<file path="src/rtl/fwh_pkg.sv">
package fwh_pkg;

  localparam int unsigned NIB_W = 4;

  localparam logic [NIB_W-1:0] START_WRITE = 4'b1110;
  localparam logic [NIB_W-1:0] SYNC_READY  = 4'b0000;
  localparam logic [NIB_W-1:0] LANE_HIGH   = 4'b1111;

  typedef enum logic [2:0] {
    ST_IDLE,
    ST_ID,
    ST_ADDR,
    ST_DATA,
    ST_TAR_IN,
    ST_SYNC,
    ST_TAR_DRV,
    ST_TAR_OFF
  } fwh_state_e;

endpackage

</file>
<file path="src/rtl/fwh_frame_fsm.sv">
module fwh_frame_fsm
  import fwh_pkg::*;
#(
  parameter int unsigned ADDR_NIBBLES = 8,
  parameter int unsigned USED_NIBBLES = 7,
  parameter int unsigned DATA_NIBBLES = 2,
  parameter int unsigned TAR_CYCLES   = 2
) (
  input  logic             clk_i,
  input  logic             rst_ni,
  input  logic             pwr_down_i,
  input  logic             lframe_ni,
  input  logic [NIB_W-1:0] lad_i,
  input  logic [NIB_W-1:0] cfg_id_i,
  output fwh_state_e       state_o,
  output logic             addr_en_o,
  output logic             data_en_o
);

  localparam int unsigned CNT_MAX = (ADDR_NIBBLES > DATA_NIBBLES) ?
                                    ((ADDR_NIBBLES > TAR_CYCLES) ? ADDR_NIBBLES : TAR_CYCLES) :
                                    ((DATA_NIBBLES > TAR_CYCLES) ? DATA_NIBBLES : TAR_CYCLES);
  localparam int unsigned CNT_W     = $clog2(CNT_MAX + 1);
  localparam logic [CNT_W-1:0] LAST_ADDR = CNT_W'(ADDR_NIBBLES - 1);
  localparam logic [CNT_W-1:0] LAST_DATA = CNT_W'(DATA_NIBBLES - 1);
  localparam logic [CNT_W-1:0] LAST_TAR  = CNT_W'(TAR_CYCLES - 1);
  localparam logic [CNT_W-1:0] USED_LIM  = CNT_W'(USED_NIBBLES);

  fwh_state_e       st_q;
  logic [CNT_W-1:0] cnt_q;

  always_ff @(posedge clk_i or negedge rst_ni) begin
    if (!rst_ni) begin
      st_q  <= ST_IDLE;
      cnt_q <= '0;
    end else if (pwr_down_i) begin
      st_q  <= ST_IDLE;
      cnt_q <= '0;
    end else if (!lframe_ni) begin
      st_q  <= (lad_i == START_WRITE) ? ST_ID : ST_IDLE;
      cnt_q <= '0;
    end else begin
      unique case (st_q)
        ST_IDLE: begin
          cnt_q <= '0;
        end
        ST_ID: begin
          st_q  <= (lad_i == cfg_id_i) ? ST_ADDR : ST_IDLE;
          cnt_q <= '0;
        end
        ST_ADDR: begin
          if (cnt_q == LAST_ADDR) begin
            st_q  <= ST_DATA;
            cnt_q <= '0;
          end else begin
            cnt_q <= cnt_q + 1'b1;
          end
        end
        ST_DATA: begin
          if (cnt_q == LAST_DATA) begin
            st_q  <= ST_TAR_IN;
            cnt_q <= '0;
          end else begin
            cnt_q <= cnt_q + 1'b1;
          end
        end
        ST_TAR_IN: begin
          if (cnt_q == LAST_TAR) begin
            st_q  <= ST_SYNC;
            cnt_q <= '0;
          end else begin
            cnt_q <= cnt_q + 1'b1;
          end
        end
        ST_SYNC:    st_q <= ST_TAR_DRV;
        ST_TAR_DRV: st_q <= ST_TAR_OFF;
        ST_TAR_OFF: st_q <= ST_IDLE;
        default:    st_q <= ST_IDLE;
      endcase
    end
  end

  assign state_o   = st_q;
  assign addr_en_o = (st_q == ST_ADDR) && (cnt_q < USED_LIM);
  assign data_en_o = (st_q == ST_DATA);

  AST_ID_MISMATCH_DROPS: assert property (@(posedge clk_i) disable iff (!rst_ni)
    (st_q == ST_ID && lframe_ni && !pwr_down_i && lad_i != cfg_id_i) |=> st_q == ST_IDLE);

  AST_FRAME_ABORTS: assert property (@(posedge clk_i) disable iff (!rst_ni)
    (!lframe_ni && lad_i != START_WRITE) |=> st_q == ST_IDLE);

  AST_PD_TO_IDLE: assert property (@(posedge clk_i) disable iff (!rst_ni)
    pwr_down_i |=> st_q == ST_IDLE);

  AST_SYNC_AFTER_TAR: assert property (@(posedge clk_i) disable iff (!rst_ni)
    (st_q == ST_SYNC) |-> $past(st_q) == ST_TAR_IN);

endmodule

</file>
<file path="src/rtl/fwh_capture.sv">
module fwh_capture
  import fwh_pkg::*;
#(
  parameter int unsigned USED_NIBBLES = 7,
  parameter int unsigned DATA_W       = 8
) (
  input  logic                    clk_i,
  input  logic                    rst_ni,
  input  logic                    addr_en_i,
  input  logic                    data_en_i,
  input  logic [NIB_W-1:0]        lad_i,
  output logic [USED_NIBBLES*NIB_W-1:0] addr_o,
  output logic [DATA_W-1:0]       data_o
);

  localparam int unsigned USED_W = USED_NIBBLES * NIB_W;

  logic [USED_W-1:0] addr_q;
  logic [DATA_W-1:0] data_q;

  // Address arrives most significant nibble first: shift in at the bottom.
  always_ff @(posedge clk_i or negedge rst_ni) begin
    if (!rst_ni)        addr_q <= '0;
    else if (addr_en_i) addr_q <= {addr_q[USED_W-NIB_W-1:0], lad_i};
  end

  // Data arrives least significant nibble first: shift in at the top.
  generate
    if (DATA_W > NIB_W) begin : g_multi_nib
      always_ff @(posedge clk_i or negedge rst_ni) begin
        if (!rst_ni)        data_q <= '0;
        else if (data_en_i) data_q <= {lad_i, data_q[DATA_W-1:NIB_W]};
      end
    end else begin : g_single_nib
      always_ff @(posedge clk_i or negedge rst_ni) begin
        if (!rst_ni)        data_q <= '0;
        else if (data_en_i) data_q <= lad_i[DATA_W-1:0];
      end
    end
  endgenerate

  assign addr_o = addr_q;
  assign data_o = data_q;

  AST_ADDR_HOLDS: assert property (@(posedge clk_i) disable iff (!rst_ni)
    !addr_en_i |=> $stable(addr_q));

endmodule

</file>
<file path="src/rtl/fwh_lad_drive.sv">
module fwh_lad_drive
  import fwh_pkg::*;
(
  input  logic             clk_i,
  input  logic             rst_ni,
  input  logic             pwr_down_i,
  input  fwh_state_e       state_i,
  output logic [NIB_W-1:0] lad_o,
  output logic             lad_oe_o,
  output logic             strobe_o,
  output logic             wake_o
);

  logic in_sync;
  logic in_drv;

  assign in_sync  = (state_i == ST_SYNC) && !pwr_down_i;
  assign in_drv   = (state_i == ST_TAR_DRV) && !pwr_down_i;

  assign lad_oe_o = in_sync || in_drv;
  assign lad_o    = in_sync ? SYNC_READY : LANE_HIGH;
  assign strobe_o = in_sync;
  assign wake_o   = in_sync;

  AST_HIGH_THEN_RELEASE: assert property (@(posedge clk_i) disable iff (!rst_ni)
    (lad_oe_o && lad_o == LANE_HIGH) |=> !lad_oe_o);

  AST_WAKE_SINGLE: assert property (@(posedge clk_i) disable iff (!rst_ni)
    wake_o |=> !wake_o);

endmodule

</file>
<file path="src/rtl/fwh_write_target.sv">
module fwh_write_target
  import fwh_pkg::*;
#(
  parameter int unsigned ADDR_W       = 32,
  parameter int unsigned ADDR_NIBBLES = 8,
  parameter int unsigned USED_NIBBLES = 7,
  parameter int unsigned DATA_W       = 8,
  parameter int unsigned TAR_CYCLES   = 2
) (
  input  logic              clk_i,
  input  logic              rst_ni,
  input  logic              pwr_down_i,
  input  logic [3:0]        cfg_id_i,
  input  logic              lframe_ni,
  input  logic [3:0]        lad_i,
  output logic [3:0]        lad_o,
  output logic              lad_oe_o,
  output logic              wr_valid_o,
  output logic [ADDR_W-1:0] wr_addr_o,
  output logic [DATA_W-1:0] wr_data_o,
  output logic              wake_o
);

  localparam int unsigned USED_W       = USED_NIBBLES * NIB_W;
  localparam int unsigned DATA_NIBBLES = (DATA_W + NIB_W - 1) / NIB_W;
  localparam int unsigned PAD_W        = ADDR_W - USED_W;

  fwh_state_e        state;
  logic              addr_en;
  logic              data_en;
  logic [USED_W-1:0] addr_low;

  fwh_frame_fsm #(
    .ADDR_NIBBLES (ADDR_NIBBLES),
    .USED_NIBBLES (USED_NIBBLES),
    .DATA_NIBBLES (DATA_NIBBLES),
    .TAR_CYCLES   (TAR_CYCLES)
  ) i_fsm (
    .clk_i      (clk_i),
    .rst_ni     (rst_ni),
    .pwr_down_i (pwr_down_i),
    .lframe_ni  (lframe_ni),
    .lad_i      (lad_i),
    .cfg_id_i   (cfg_id_i),
    .state_o    (state),
    .addr_en_o  (addr_en),
    .data_en_o  (data_en)
  );

  fwh_capture #(
    .USED_NIBBLES (USED_NIBBLES),
    .DATA_W       (DATA_W)
  ) i_capture (
    .clk_i     (clk_i),
    .rst_ni    (rst_ni),
    .addr_en_i (addr_en),
    .data_en_i (data_en),
    .lad_i     (lad_i),
    .addr_o    (addr_low),
    .data_o    (wr_data_o)
  );

  fwh_lad_drive i_drive (
    .clk_i      (clk_i),
    .rst_ni     (rst_ni),
    .pwr_down_i (pwr_down_i),
    .state_i    (state),
    .lad_o      (lad_o),
    .lad_oe_o   (lad_oe_o),
    .strobe_o   (wr_valid_o),
    .wake_o     (wake_o)
  );

  assign wr_addr_o = {{PAD_W{1'b1}}, addr_low};

  AST_TOP_NIBBLE_ONES: assert property (@(posedge clk_i) disable iff (!rst_ni)
    wr_valid_o |-> wr_addr_o[ADDR_W-1 -: 4] == 4'hF);

  AST_STROBE_ONE_CLOCK: assert property (@(posedge clk_i) disable iff (!rst_ni)
    wr_valid_o |=> !wr_valid_o);

  AST_STROBE_WITH_READY: assert property (@(posedge clk_i) disable iff (!rst_ni)
    wr_valid_o |-> (lad_oe_o && lad_o == SYNC_READY));

  AST_NO_STROBE_AFTER_FRAME: assert property (@(posedge clk_i) disable iff (!rst_ni)
    !lframe_ni |=> !wr_valid_o);

  AST_PD_QUIET: assert property (@(posedge clk_i) disable iff (!rst_ni)
    pwr_down_i |-> (!lad_oe_o && !wr_valid_o && !wake_o));

endmodule

</file>
<file path="config.mk">
export PLATFORM = sky130hd
export DESIGN_NAME = fwh_write_target
export DESIGN_NICKNAME = d
export VERILOG_FILES = /design/src/rtl/fwh_pkg.sv /design/src/rtl/fwh_frame_fsm.sv /design/src/rtl/fwh_capture.sv /design/src/rtl/fwh_lad_drive.sv /design/src/rtl/fwh_write_target.sv
export SDC_FILE = /design/constraint.sdc
export NUM_CORES = 1
export LEC_CHECK = 0
export ABC_AREA = 0
export ABC_CLOCK_PERIOD_IN_PS = 4200
export CORE_MARGIN = 3
export CORE_UTILIZATION = 40
export CTS_CLUSTER_SIZE = 12
export DETAILED_ROUTE_END_ITERATION = 12
export PLACE_DENSITY_LB_ADDON = 0.2
export SKIP_CTS_REPAIR_TIMING = 1
export SYNTH_ARGS = -nofsm -noshare
export SYNTH_HDL_FRONTEND = slang
export SYNTH_SLANG_ARGS = --single-unit
</file>
<file path="constraint.sdc">
create_clock -name clk_i -period 4.2 [get_ports clk_i]
set_input_delay 1.05 -clock clk_i [delete_from_list [all_inputs] [get_ports clk_i]]
set_output_delay 1.05 -clock clk_i [all_outputs]
set_load 0.005 [all_outputs]
</file>
# Word level (Yosys, flattened, before mapping)
# Cells that the tools add are included.
# classes
addsub,1
magnitude_cmp,1
n_eq_ne,16
n_mux,14
n_reduce_logical,9
# op_table
op,count
one-hot mux 3 bit (7 select lines),1
2-to-1 mux 4 bit,5
2-to-1 mux 3 bit,5
"== test 3 bit, second input constant",4
"!= test 4 x 3 -> 1 bit, second input constant",3
one-hot mux 4 bit (3 select lines),1
"!= test 9 x 2 -> 1 bit, second input constant",1
"== test 3 x 2 -> 1 bit, second input constant",2
"!= test 5 x 4 -> 1 bit, second input constant",1
"adder 4 x 1 -> 4 bit, second input constant",1
"== test 4 x 1 -> 1 bit, second input constant",1
"== test 4 x 3 -> 1 bit, second input constant",1
== test 4 bit,1
"== test 4 bit, second input constant",1
"< comparator 4 x 3 -> 1 bit, second input constant",1
AND reduction 4 bit,1
OR reduction 2 bit,2
"== test 3 x 1 -> 1 bit, second input constant",1
logical AND 1 bit,3
logical NOT 3 bit,1
2-to-1 mux 2 bit,1
logical NOT 1 bit,1
logical OR 1 bit,1
2-to-1 mux 1 bit,1
# word_totals
ff_bits,43
elab_cells,45

# Depth between registers and ports, before layout
# Gate-level depths: netlist of the first run.
# logic_depth
ltp_word,5
depth_mapped,6
mapped_depth_nobuf,6

# Modules after synthesis
# From an unflattened synthesis of the first run, not the netlist that was laid out.
# hier_totals
cells_unflattened,150
hier_area_um2,2060.7
# modules_own_cells
module,instances,cells_per_inst,area_per_inst_um2,seq_area_each_um2
fwh_capture,1,76,1437.6,900.9
fwh_frame_fsm,1,61,528.0,175.2
fwh_lad_drive,1,8,61.3,0.0
fwh_write_target,1,5,33.8,0.0

# Worst setup path before layout of the first run
# Ideal clock, no wire load.
# synth_timing
kind,input port to output port
startpoint,input pwr_down_i
endpoint,output wr_valid_o
t_arrival_ns,1.675
path_slack_ns,1.475
cell_stages,3
path_buffers,1
cell_sequence,or3_1 > inv_1 > buf_4
# synth_via
elab_chain_len,2
# synth_lines
item,line_no,text
start: declaration,fwh_write_target.sv:12,"input logic pwr_down_i,"
logical NOT 1 bit,fwh_lad_drive.sv:17,assign in_sync = (state_i == ST_SYNC) && !pwr_down_i;
logical AND 1 bit,fwh_lad_drive.sv:17,
end: declaration,fwh_write_target.sv:18,"output logic wr_valid_o,"
# No other way between the ends.

# Worst setup path after layout of the first run
# layout_timing
startpoint,input pwr_down_i
endpoint,output wake_o
# layout_via
elab_chain_len,2
# layout_lines
item,line_no,text
logical NOT 1 bit,fwh_lad_drive.sv:17,
logical AND 1 bit,fwh_lad_drive.sv:17,
end: declaration,fwh_write_target.sv:21,output logic wake_o
# No other way between the ends.

==> results of run 1 <==
==> worst reg2reg max path, delay by kind of cell, from the launching register on <==
kind,cells,cell delay (ns)
AO/OA/AOI/OAI,1,0.30
AND/OR/NAND/NOR,2,0.96
multiplexers,1,0.43
flip-flops,1,0.52
==> area by class of cell <==
class,instances,area (um^2)
flip-flops and latches,43,1080
repair buffers,54,536
multi-input cells,91,850
clock inverters,3,67.6
clock buffers,5,68.8
well taps,67,83.8
inverters,5,18.8
fillers,408,2150
==> registers in the layout, indices dropped and copies added (netlist names) <==
| signal | flops |
|---|---|
| i_capture.addr_o | 28 |
| i_capture.data_o | 8 |
| i_fsm.cnt_q | 4 |
| i_fsm.state_o | 3 |
==> cell families (layout without fill, tap and decap cells) <==
family / after synthesis / in the layout
XOR/XNOR: 5 / 5
multiplexers: 35 / 35
buffers and inverters: 20 / 67
adder cells (fa/ha/maj): 2 / 2
flip-flops: 43 / 43
AO/OA/AOI/OAI: 20 / 20
other: 1 / 4
AND/OR/NAND/NOR: 25 / 25
==> power groups by stage <==
stage	sequential [mW]	clock [mW]	combinational (mW)
2_1_floorplan	0.432	0	0.0186
3_3_place_gp	0.433	0	0.0489
3_5_place_dp	0.434	0	0.0498
4_1_cts	0.425	0.384	0.0499
5_1_grt	0.427	0.404	0.0540
6_report	0.425	0.374	0.0489
==> per-layer routing <==
metal / global-route usage (%) / share of wire [%] / vias up
met5: 0 / 0 / -
met4: 4.09 / 0.83 / 0
met3: 4.29 / 5.9 / 5
met2: 22.7 / 50 / 48
met1: 17.2 / 44 / 658
li1: - / - / 612
==> path summary, 6_finish.rpt <==
| path | startpoint | cells after the start | endpoint | slack, ns |
|---|---|---|---|---|
| worst min-delay path | i_capture.data_o[1]$_DFFE_PN0N_ | 1 | i_capture.data_o[1]$_DFFE_PN0N_ | 0.51 |
| worst min register to register | i_capture.data_o[1]$_DFFE_PN0N_ | 1 | i_capture.data_o[1]$_DFFE_PN0N_ | 0.51 |
| worst max-delay path | pwr_down_i | 4 | wake_o | 0.60 |
| min in group asynchronous | rst_ni | 1 | i_capture.addr_o[15]$_DFFE_PN0P_ | 0.90 |
| max in group asynchronous | rst_ni | 1 | i_capture.addr_o[7]$_DFFE_PN0P_ | 2.72 |
| worst max register to register | i_fsm.state_o[2]$_DFFE_PN0P_ | 4 | i_capture.addr_o[22]$_DFFE_PN0P_ | 1.89 |
==> synthesized netlist by cell type, types with 2 or more instances <==
library cell	number	share of area, %
buf_2	2	0.49
a21oi_1	3	0.73
mux2_4	20	15
a21boi_0	2	0.73
or3_1	2	0.61
nand2_1	6	1.1
buf_12	2	1.9
nor2_1	2	0.36
ha_1	2	1.2
xor2_1	4	1.7
nand2b_1	2	0.61
buf_4	8	2.9
nor3b_1	2	0.73
nand3b_1	2	0.73
inv_1	4	0.73
o21ai_0	7	1.7
dfrtp_1	43	52
mux2_2	15	8.2
==> reports/results.ini, run 1 <==
[outcome]
status=finished clean

[clocking]
cts_tree=done
clock_tree.root_cell=clkbuf_8
clock_latency_ns=0.29
clock_path_buffers=2
cts.clk_slew.worst_paths_ns=0.08
cts_sinks=43
numCtsBuffers=5
h-tree-depth=2

[finish]
area.growth.synth_to_final_pct=30.9
design_area_mm2=0.00270
final_cells=268
final_cell_mix=clkdlybuf4s50_1, dfrtp_1, mux2_4
finalNetCount=214
mostFrequentLayoutCell=clkdlybuf4s50_1
utilization_pct=55.7
drive_above_1_share_pct=25.4
n_antenna_cell=0

[placement]
gp_congestion=0.781
dp_worst_setup_slack_ns=0.595
numPortBuffers=54
hpwlAfterDp_um=2840
place_area_mm2=0.00256
place_inst=260

[logic_synthesis]
synth-seq-cells=43
synth_top_family_by_area=multiplexers
syn_area_mm2=0.00206
synth-compound-area-share_pct=7.04
synthAdderAreaFrac_pct=1.21
syn-mean-instance-area_um2=13.7
ys_async_sr_fraction_pct=100
ys_seq_area_share_pct=52.2
synthMuxAreaShare_pct=22.8
synth-warning-count=0
synth_cells=151
synth-edff-count=0
synthXorXnorAreaFrac_pct=2.12
synthSimpleGateAreaFrac_pct=7.28
synth_cell_types=41
synth_ff_type=dfrtp_1

[floorplanning]
boundaryPins=59
core-area_mm2=0.00485
dieArea_mm2=0.00605
rows=25
die_w_um=77.8
die_h_um=77.8
start_util_pct=42.5

[timing]
relSlewSlack_pct=38.1
fin_ws_ns=0.602
setup_viol=0
slew_viol_final=0
hold_violations=0
min_period_over_period_pct=85.7
fmax_mhz=278
whs_ns=0.507
skew_ns=0.00738
min_period_ns=3.60
worst_pin_slew_ns=0.929
totalNegativeSetupSlack_ns=0
rsz0062_at_grt=no

[pwr]
p_sw_uw=164
combPwrFrac_pct=5.8
p_leak_nw=1.19
seq_power_share_pct=50.2
swShare_pct=19.3
ir_worst_vdd_uv=143
clockPowerShare_pct=44.1
p_per_area_mw_per_mm2=314
total_power_uw=848
internal_power_uw=684

[detailed_routing]
drt_first_pass_iters=4
drc=0
dr.first_iter.drc_count=35
routed_wl_um=3850
via_per_inst=4.94
dr_total_vias=1323
ant_nets=0
drt-wirelength-per-cell_um=14.4

[critical_path]
path_buf_inv=3
start_kind=primary input
endpoint_kind=primary output
cpMostUsedCell=clkdlybuf4s50_1
max_stage_delay_ns=0.50
path_cells=clkdlybuf4s50_1 > or3_1 > inv_1 > clkdlybuf4s50_1
critPathKind=primary input to primary output
cp.arrival_ns=2.55
critPathTopFamily=buffers and inverters
worstPathRequired_ns=3.15
crit_path_max_fanout=5
cpMaxStageDelayCell=clkdlybuf4s50_1

[run]
drv_cap=0

[global_routing]
antenna_found_initial=0
overflow=0
grt_pass1_wl_um=6710
grt_use_total_pct=13.7
grt_max_degree=44
grt_pass1_vias=1438

[worst_hold_path]
hold_class=flop to flop

No activity file was read; power rests on OpenSTA's default activity.
==> inputs of run 2 (changes only) <==
--- a/config.mk
+++ b/config.mk
@@ -6,7 +6,7 @@
 export NUM_CORES = 1
 export LEC_CHECK = 0
 export ABC_AREA = 0
-export ABC_CLOCK_PERIOD_IN_PS = 4200
+export ABC_CLOCK_PERIOD_IN_PS = 3400
 export CORE_MARGIN = 3
 export CORE_UTILIZATION = 40
 export CTS_CLUSTER_SIZE = 12
==> constraint.sdc (replaced) <==
create_clock -name clk_i -period 3.4 [get_ports clk_i]
set_input_delay 0.85 -clock clk_i [delete_from_list [all_inputs] [get_ports clk_i]]
set_output_delay 0.85 -clock clk_i [all_outputs]
set_load 0.005 [all_outputs]
==> reports/results.ini, run 2 (same netlist as run 1, synthesis figures left out) <==
[outcome]
status=finished clean

[timing]
slew_viol_final=0  ; unchanged
skew_ns=0.00378  ; -0.00360 ns
min_period_over_period_pct=93.8
relSlewSlack_pct=37.4  ; -0.72 points
rsz0062_at_grt=no
fmax_mhz=313
setup_viol=0  ; unchanged
totalNegativeSetupSlack_ns=0  ; unchanged
worst_pin_slew_ns=0.940  ; +0.0108 ns
min_period_ns=3.19
hold_violations=0  ; unchanged

[finish]
finalNetCount=214  ; unchanged
nFillCells=400  ; -2.0%
largest_reg_flops=28  ; unchanged
area.growth.synth_to_final_pct=30.0
final_cell_mix=clkdlybuf4s50_1, dfrtp_1, mux2_4
ff_latch_area_mm2=0.00108  ; unchanged
mostFrequentLayoutCell=clkdlybuf4s50_1
n_antenna_cell=0  ; unchanged
final_cells=268  ; unchanged
drive_above_1_share_pct=25.4  ; unchanged
multiInputGateArea_um2=850  ; unchanged

[global_routing]
grt_util_met3_pct=3.60  ; -0.70 points
grt_use_met1_pct=18.1  ; +0.96 points
grt.busiest_layer=met2
grt_pass1_vias=1353  ; -5.9%
overflow=0  ; unchanged
grt_pass1_wl_um=6590  ; -1.7%
grt_use_total_pct=13.6  ; -0.16 points
grt_max_degree=44  ; unchanged
antenna_found_initial=0  ; unchanged
use_met2_pct=21.2  ; -1.5 points

[worst_hold_path]
min_path_cells=1  ; unchanged
hp-start=i_capture.data_o[1]$_DFFE_PN0N_
hold_class=flop to flop
worstHoldEndpoint=i_capture.data_o[1]$_DFFE_PN0N_

[clocking]
numCtsBuffers=5  ; unchanged
clock_path_buffers=2  ; unchanged
clock_latency_ns=0.29  ; about the same
cts_tree=done
clock_tree.root_cell=clkbuf_8
cts.clk_slew.worst_paths_ns=0.07  ; about the same
cts_sinks=43  ; unchanged
h-tree-depth=2  ; unchanged

[placement]
hpwlAfterDp_um=2790  ; -1.5%
gp_congestion=0.781  ; about the same
numPortBuffers=54  ; unchanged
place_inst=260  ; unchanged

[floorplanning]
die_h_um=77.8  ; unchanged
dieArea_mm2=0.00605  ; unchanged
core-area_mm2=0.00485  ; unchanged
rows=25  ; unchanged
die_w_um=77.8  ; unchanged
start_util_pct=42.5  ; unchanged
boundaryPins=59  ; unchanged

[pwr]
seq_power_share_pct=53.2  ; +3.0 points
internal_power_uw=790  ; +15%
p_per_area_mw_per_mm2=368  ; +17%
clockPowerShare_pct=40.7  ; -3.4 points
ir_worst_vdd_uv=156  ; +9.2%
p_leak_nw=1.18  ; -0.27%
combPwrFrac_pct=6.1  ; +0.3 points
p_sw_uw=198  ; +21%
swShare_pct=20.0  ; +0.71 points

[critical_path]
worst_r2r_path_depth=4  ; unchanged
cp.arrival_ns=2.34  ; -0.21 ns
cpMostUsedCell=clkdlybuf4s50_1
r2r_slack_ns=1.11  ; -0.78 ns
endpoint_kind=primary output
start_kind=primary input
cpMaxStageDelayCell=clkdlybuf4s50_1
path_cells=clkdlybuf4s50_1 > or3_1 > inv_1 > clkdlybuf4s50_1
crit_path_max_fanout=5  ; unchanged
worstPathRequired_ns=2.55  ; -0.60 ns
max_stage_delay_ns=0.50  ; about the same
critPathKind=primary input to primary output
r2r_start=i_fsm.state_o[2]$_DFFE_PN0P_
worstReg2RegEnd=i_capture.addr_o[20]$_DFFE_PN0P_

[detailed_routing]
via_per_inst=4.85  ; -1.8%
dr.first_iter.drc_count=53  ; +51%
routed_wl_um=3880  ; +0.86%
drc=0  ; unchanged
dr_total_vias=1299  ; -1.8%
drt_first_pass_iters=4  ; unchanged
ant_nets=0  ; unchanged
drt-wirelength-per-cell_um=14.5  ; +0.86%

[run]
drv_cap=0  ; unchanged

==> run 2: per-layer routing <==
layer,routed length [um],share of wire [%]
met5,0,0
met4,66,1.7
met3,225,5.8
met2,1870,48
met1,1720,44
==> run 2: power by group through the flow <==
stage,Clock [mW],Combinational (mW),Sequential [mW]
after detailed placement,0,0.0615,0.536
after floorplan,0,0.0230,0.534
final,0.402,0.0601,0.525
after CTS,0.416,0.0616,0.526
after global placement,0,0.0604,0.535
after global routing,0.442,0.0662,0.527
==> run 2: worst max path at each step <==
stage	end	slack [ns]	startpoint	cells past startpoint
5_1_grt	wake_o	0.13	pwr_down_i	4
3_5_place_dp	wr_valid_o	0.22	pwr_down_i	4
6_report	wr_valid_o	0.21	pwr_down_i	4
3_3_place_gp	wake_o	0.24	pwr_down_i	4
4_1_cts	wr_valid_o	0.20	pwr_down_i	4
2_1_floorplan	wr_valid_o	1.07	pwr_down_i	3
==> run 2: stage by stage <==
stage | area [um^2] | power, mW | hold WS (ns) | util [%] | setup WS (ns)
6_report | 2680 | 0.988 | 0.507 | 55.3 | 0.210
2_1_floorplan | 2070 | 0.557 | 0.491 | - | 1.07
5_1_grt | 2680 | 1.03 | 0.519 | 55.3 | 0.134
4_1_cts | 2680 | 1.00 | 0.510 | 55.3 | 0.201
3_3_place_gp | 2560 | 0.596 | 0.488 | 52.9 | 0.240
3_5_place_dp | 2560 | 0.597 | 0.491 | 52.9 | 0.216
==> run 2: cell type report <==
cell class	instances	area share, %
sequential	43	40.1
multi-input combinational	91	31.7
timing repair buffer	54	20.0
tap	67	3.13
clock buffer	6	3.08
clock inverter	2	1.31
inverter	5	0.700
==> run 2: worst max-delay path: cells and delay by family <==
kind / cells / cell delay, ns
buf+inv: 3 / 1.06
simple gates: 1 / 0.43
